## src/rtl/cfg_i2c_target.sv

```systemverilog
module cfg_i2c_target #(
  parameter int NREG      = 7,
  parameter int RSVD      = 3,
  parameter int LOCK_BASE = 4,
  parameter int DW        = 8
) (
  input  logic              clk,
  input  logic              rst_n,
  input  logic              scl_i,
  input  logic              sda_i,
  output logic              sda_oe,
  input  logic [6:0]        dev_addr,
  input  logic              pwr_ok,
  output logic [NREG*DW-1:0] regs_o
);

  localparam int AW   = $clog2(NREG);
  localparam int CW   = $clog2(DW + 2);
  localparam logic [DW-1:0] LAST = DW'(NREG - 1);

  typedef enum logic [2:0] {S_IDLE, S_CTRL, S_REG, S_WR, S_RD, S_IGN} st_t;

  logic [2:0]    scl_sy, sda_sy;
  logic [DW-1:0] mem [NREG];
  logic [DW-1:0] ptr, shreg, txb, rd_val;
  logic [CW-1:0] bitcnt;
  logic          mack, rd_first;
  st_t           st;

  always_ff @(posedge clk or negedge rst_n)
    if (!rst_n) begin
      scl_sy <= '1;
      sda_sy <= '1;
    end else begin
      scl_sy <= {scl_sy[1:0], scl_i};
      sda_sy <= {sda_sy[1:0], sda_i};
    end

  wire scl    = scl_sy[1];
  wire sda    = sda_sy[1];
  wire start  = scl & scl_sy[2] & sda_sy[2] & ~sda;
  wire stop   = scl & scl_sy[2] & ~sda_sy[2] & sda;
  wire rise   = scl & ~scl_sy[2];
  wire fall   = ~scl & scl_sy[2];

  wire              ptr_ok  = ptr < DW'(NREG);
  wire              ptr_rsv = ptr == DW'(RSVD);
  wire              ptr_lck = ptr >= DW'(LOCK_BASE);
  wire              wr_ok   = ptr_ok & ~ptr_rsv & ~(ptr_lck & pwr_ok);
  wire [DW-1:0]     ptr_inc = (ptr < LAST) ? ptr + 1'b1 : ptr;

  always_comb begin
    rd_val = '0;
    if (ptr_ok && !ptr_rsv) rd_val = mem[ptr[AW-1:0]];
  end

  always_ff @(posedge clk or negedge rst_n) begin
    if (!rst_n) begin
      st       <= S_IDLE;
      bitcnt   <= '0;
      sda_oe   <= 1'b0;
      ptr      <= '0;
      shreg    <= '0;
      txb      <= '0;
      mack     <= 1'b1;
      rd_first <= 1'b0;
      for (int i = 0; i < NREG; i++) mem[i] <= '0;
    end else if (start) begin
      st     <= S_CTRL;
      bitcnt <= '0;
      sda_oe <= 1'b0;
    end else if (stop) begin
      st     <= S_IDLE;
      bitcnt <= '0;
      sda_oe <= 1'b0;
    end else if (st != S_IDLE) begin
      if (rise) begin
        if (bitcnt < CW'(DW)) begin
          shreg  <= {shreg[DW-2:0], sda};
          bitcnt <= bitcnt + 1'b1;
        end else if (bitcnt == CW'(DW)) begin
          mack   <= sda;
          bitcnt <= CW'(DW + 1);
        end
      end else if (fall) begin
        if (bitcnt == CW'(DW)) begin
          case (st)
            S_CTRL:
              if (shreg[DW-1:1] == dev_addr) begin
                sda_oe   <= 1'b1;
                rd_first <= 1'b1;
                st       <= shreg[0] ? S_RD : S_REG;
              end else begin
                st <= S_IGN;
              end
            S_REG: begin
              ptr    <= shreg;
              sda_oe <= 1'b1;
              st     <= S_WR;
            end
            S_WR: begin
              if (wr_ok) mem[ptr[AW-1:0]] <= shreg;
              ptr    <= ptr_inc;
              sda_oe <= 1'b1;
            end
            S_RD: begin
              sda_oe <= 1'b0;
              ptr    <= ptr_inc;
            end
            default: ;
          endcase
        end else if (bitcnt == CW'(DW + 1)) begin
          bitcnt <= '0;
          if (st == S_RD) begin
            if (rd_first || !mack) begin
              txb      <= rd_val << 1;
              sda_oe   <= ~rd_val[DW-1];
              rd_first <= 1'b0;
            end else begin
              st     <= S_IDLE;
              sda_oe <= 1'b0;
            end
          end else begin
            sda_oe <= 1'b0;
          end
        end else if (st == S_RD && bitcnt != '0) begin
          sda_oe <= ~txb[DW-1];
          txb    <= txb << 1;
        end
      end
    end
  end

  for (genvar g = 0; g < NREG; g++) begin : g_out
    if (g == RSVD) begin : g_rsv
      assign regs_o[g*DW +: DW] = '0;
    end else begin : g_reg
      assign regs_o[g*DW +: DW] = mem[g];
    end
  end

  a_r2_drive_while_scl_low: assert property (@(posedge clk) disable iff (!rst_n)
    $rose(sda_oe) |-> !scl);

  a_r2_stop_goes_idle: assert property (@(posedge clk) disable iff (!rst_n)
    stop |=> (st == S_IDLE && !sda_oe));

  a_r8_idle_released: assert property (@(posedge clk) disable iff (!rst_n)
    (st == S_IDLE) |-> !sda_oe);

  a_r3_ack_needs_match: assert property (@(posedge clk) disable iff (!rst_n)
    ($rose(sda_oe) && $past(st) == S_CTRL) |-> ($past(shreg[DW-1:1]) == $past(dev_addr)));

  a_r7_locked_stable: assert property (@(posedge clk) disable iff (!rst_n)
    pwr_ok |=> $stable(regs_o[NREG*DW-1:LOCK_BASE*DW]));

endmodule

```

## config.mk

```make
export PLATFORM = sky130hd
export DESIGN_NAME = cfg_i2c_target
export DESIGN_NICKNAME = d
export VERILOG_FILES = /design/src/rtl/cfg_i2c_target.sv
export SDC_FILE = /design/constraint.sdc
export NUM_CORES = 1
export LEC_CHECK = 0
export BUFFER_PORTS_ARGS = -buffer_cell sky130_fd_sc_hd__buf_4
export CAP_MARGIN = 10
export CORE_MARGIN = 4
export CORE_UTILIZATION = 50
export CTS_CLUSTER_DIAMETER = 80
export DETAILED_ROUTE_END_ITERATION = 6
export PLACE_DENSITY = 0.81
export SLEW_MARGIN = 20
export SYNTH_ARGS = -nofsm -noshare
export SYNTH_HDL_FRONTEND = slang
export SYNTH_SLANG_ARGS = --single-unit
```

## constraint.sdc

```tcl
create_clock -name clk -period 2.16 [get_ports clk]
set_input_delay 0.108 -clock clk [delete_from_list [all_inputs] [get_ports clk]]
set_output_delay 0.108 -clock clk [all_outputs]
set_load 0.005 [all_outputs]
```

==> impl_metrics.json <==
{
  "cp_max_fo": 4,
  "combPwrFrac_pct": 11.0,
  "hold_path.class": "in -> async",
  "final_common_cell": "buf_4",
  "cp_cell_sequence": "inv_2, ha_4, nand2b_4, a21oi_4, nand4_4, buf_4, nor3_4, buf_6, mux2_2",
  "antenna_left": 0,
  "power_switching_uw": 1060,
  "core-area_um2": 10500,
  "violations": "negative setup slack",
  "die_x_um": 113,
  "cap_violations": 0,
  "synth_top_area_share_pct": 40.2,
  "drive_above_1_share_pct": 44.6,
  "fin_util_pct": 60.1,
  "htree_num_levels": 3,
  "cellLeakagePower_uw": 0.00294,
  "fin_ws_ps": -41.4,
  "vias": 3736,
  "yosysWarningCount": 0,
  "die_y_um": 113,
  "critPathTopFamily": "flip-flops",
  "placedInstanceArea_um2": 5850,
  "final_cell_mix": "buf_4 (92), dfrtp_1 (87), mux2_2 (48), mux2_4 (24), nand2_1 (19)",
  "initial_core_util_pct": 52.1,
  "tightest_slew_ps": 594,
  "reg2reg_slack_ps": -40,
  "hold_slack_ps": 257,
  "post_drt_via_cell_ratio": 5.77,
  "start_kind": "flop",
  "cts.path.max_buffers": 2,
  "syn_area_um2": 5470,
  "fin_area_um2": 6310,
  "seq_area_frac_synth_pct": 43.6,
  "irDropWorstVdd_uv": 384,
  "worstReg2RegEnd": "regs_o[7]",
  "avgSynthCellArea_um2": 11.9,
  "grt_pass1_wl_mm": 20.4,
  "die_area_um2": 12700,
  "cts.sinks": 95,
  "synth_edf_count": 0,
  "cts_root_buf": "clkbuf_8",
  "diodes": 0,
  "grt_pass1_vias": 3775,
  "swShare_pct": 27.4,
  "grt_antenna_before_repair": 0,
  "rr_startpoint": "scl_sy[2]",
  "finalCritPeriodShare_pct": 102,
  "clkTransAtPathRegs_ps": 100,
  "drc": 0,
  "endpoint_kind": "flop",
  "hold_violations": 0,
  "drt_iter0_drc": 227,
  "gp_congestion": 0.916,
  "ios": 69,
  "wl_mm": 12.9,
  "grt_use_total_pct": 20.4,
  "finalSetupViolCount": 30,
  "grt_max_degree": 56,
  "place_hpwl_mm": 8.82,
  "ys_ff_latch": 95,
  "reg2regPathDepth": 9,
  "rsz0062_at_grt": "yes",
  "worstPathArrival_ps": 2470,
  "ys_top_cells_by_area": "dfrtp_1 (40%), mux2_2 (12%), buf_4 (8.2%), mux2_4 (4.4%), dfstp_2 (3.4%)",
  "rows": 37,
  "cts_buffers": 9,
  "multi_input_area_um2": 2600,
  "ys.flop_type": "dfrtp_1",
  "timing.fmax_mhz": 454,
  "n_fill_cell": 784,
  "io_buffer_count": 60,
  "cts_tree": "yes",
  "skew_ps": 10.9,
  "pwr-share-clk_pct": 37.6,
  "critPathBufInv": 3,
  "power_frac_seq_pct": 51.4,
  "fin_crit_ps": 2200,
  "crit_required_ps": 2430,
  "drv_slew": 0,
  "outcome": "finished, violations left",
  "synthArstFlopShare_pct": 100,
  "yosysTopAreaCell": "dfrtp_1",
  "syn-instance-count": 460,
  "post_synth_num_cell_types": 73,
  "seq_area_um2": 2390,
  "slowest_delay_ps": 570,
  "drtPass1Iterations": 4,
  "critPathSlowestCell": "dfstp_2",
  "slew_headroom_pct": 60.1,
  "critPathKind": "reg -> reg",
  "intPower_uw": 2820,
  "total_power_uw": 3880,
  "grt_remaining_overflow": 0,
  "clk-insertion-delay-late_ps": 380,
  "wl_per_cell_um": 20.0,
  "syn2layout_area_growth_pct": 15.4,
  "final_nets": 526,
  "powerDensity_nw_per_um2": 615
}
synthesized netlist by cell type, types with 3 or more instances:
| cell type | number |
|---|---|
| dfrtp_1 | 88 |
| buf_4 | 60 |
| mux2_2 | 56 |
| nand2_1 | 19 |
| nor2_1 | 19 |
| mux2_4 | 16 |
| a21oi_1 | 14 |
| mux2i_1 | 14 |
| o21ai_0 | 11 |
| inv_1 | 10 |
| buf_2 | 9 |
| ha_1 | 8 |
| dfstp_2 | 7 |
| mux4_2 | 6 |
| nor3_1 | 6 |
| a2bb2oi_1 | 5 |
| clkbuf_1 | 5 |
| nand2b_1 | 5 |
| nor2b_1 | 5 |
| o22ai_1 | 5 |
| o2bb2ai_1 | 5 |
| xnor2_1 | 5 |
| xor2_1 | 5 |
| a21o_1 | 4 |
| a31oi_1 | 4 |
| nor4_1 | 4 |
| and3b_1 | 3 |
| nand3_1 | 3 |
| nand3b_1 | 3 |
| nand4_1 | 3 |
| o211ai_1 | 3 |
timing repair:
action | CTS | global route
hold buffers | 3 | 0
gates resized for setup | 8 | 25
hold endpoints to repair | 35 | 0
pin swaps | 1 | 5
endpoints found under the setup margin | 37 | 58
buffers inserted | 3 | 4
metrics by stage:
step / TNS, ps / setup slack [ps] / instances
CTS: 0 / 2.20 / 643
floorplan: 0 / 52.5 / 467
finish: -535 / -41.4 / 647
detailed placement: -14.9 / -3.72 / 621
global route: -3080 / -123 / 647
global placement: 0 / 35.5 / 621
power by group through the flow:
stage	combinational, µW	sequential [µW]	clock [µW]
floorplan	311	1910	0
global placement	390	2020	0
detailed placement	404	2030	0
CTS	415	1990	1480
global route	464	2000	1560
finish	426	1990	1460
worst register-to-register path, delay by kind of cell, from the launching register on:
kind / cells / cell delay (ps)
buffers and inverters: 3 / 380
multiplexers: 1 / 320
adder cells (fa/ha/maj): 1 / 150
flip-flops: 1 / 570
AND/OR/NAND/NOR: 3 / 520
AO/OA/AOI/OAI: 1 / 150
logic make-up (layout without fill, tap and decap cells):
group | after synthesis | after routing | share of synthesized area, %
flops | 95 | 95 | 43.6
mux | 92 | 92 | 20.9
simple gates | 92 | 92 | 11.4
buf+inv | 89 | 133 | 10.9
compound gates | 73 | 73 | 9.63
xor+xnor | 10 | 10 | 1.60
fa+ha+maj | 8 | 8 | 1.83
other cells | 1 | 8 | 0.0685
cell type report:
class,count,area share [%]
multi-input cells,283,41.2
flip-flops and latches,95,37.8
repair buffers,107,13.7
well taps,136,2.70
clock inverters,7,2.00
clock buffers,9,1.96
inverters,10,0.595
worst max-delay path by stage:
| stage | start | to | slack [ps] | depth (start not counted) |
|---|---|---|---|---|
| floorplan | scl_sy[2] | mem[26] | 50 | 8 |
| global placement | scl_sy[2] | regs_o[41] | 40 | 8 |
| detailed placement | scl_sy[2] | regs_o[43] | -4 | 8 |
| CTS | scl_sy[2] | regs_o[22] | 2 | 9 |
| global route | scl_sy[2] | regs_o[38] | -120 | 9 |
| finish | scl_sy[2] | regs_o[7] | -40 | 9 |
metal layers:
metal	part of all wire, %	global-route usage [%]	vias to the layer above
met2	49	32.2	135
met4	2.3	7.69	0
met1	43	27.6	1890
li1	-	-	1685
met3	6.0	4.47	26
met5	0	0	-
state kept, by name (all words and copies together) (netlist names):
name / count
txb: 7
sda_sy: 3
shreg: 8
bitcnt: 4
ptr: 8
regs_o: 48
st: 3
mack: 1
scl_sy: 3
mem: 8
rd_first: 1
sda_oe: 1
(Power assumes the default switching activity.)
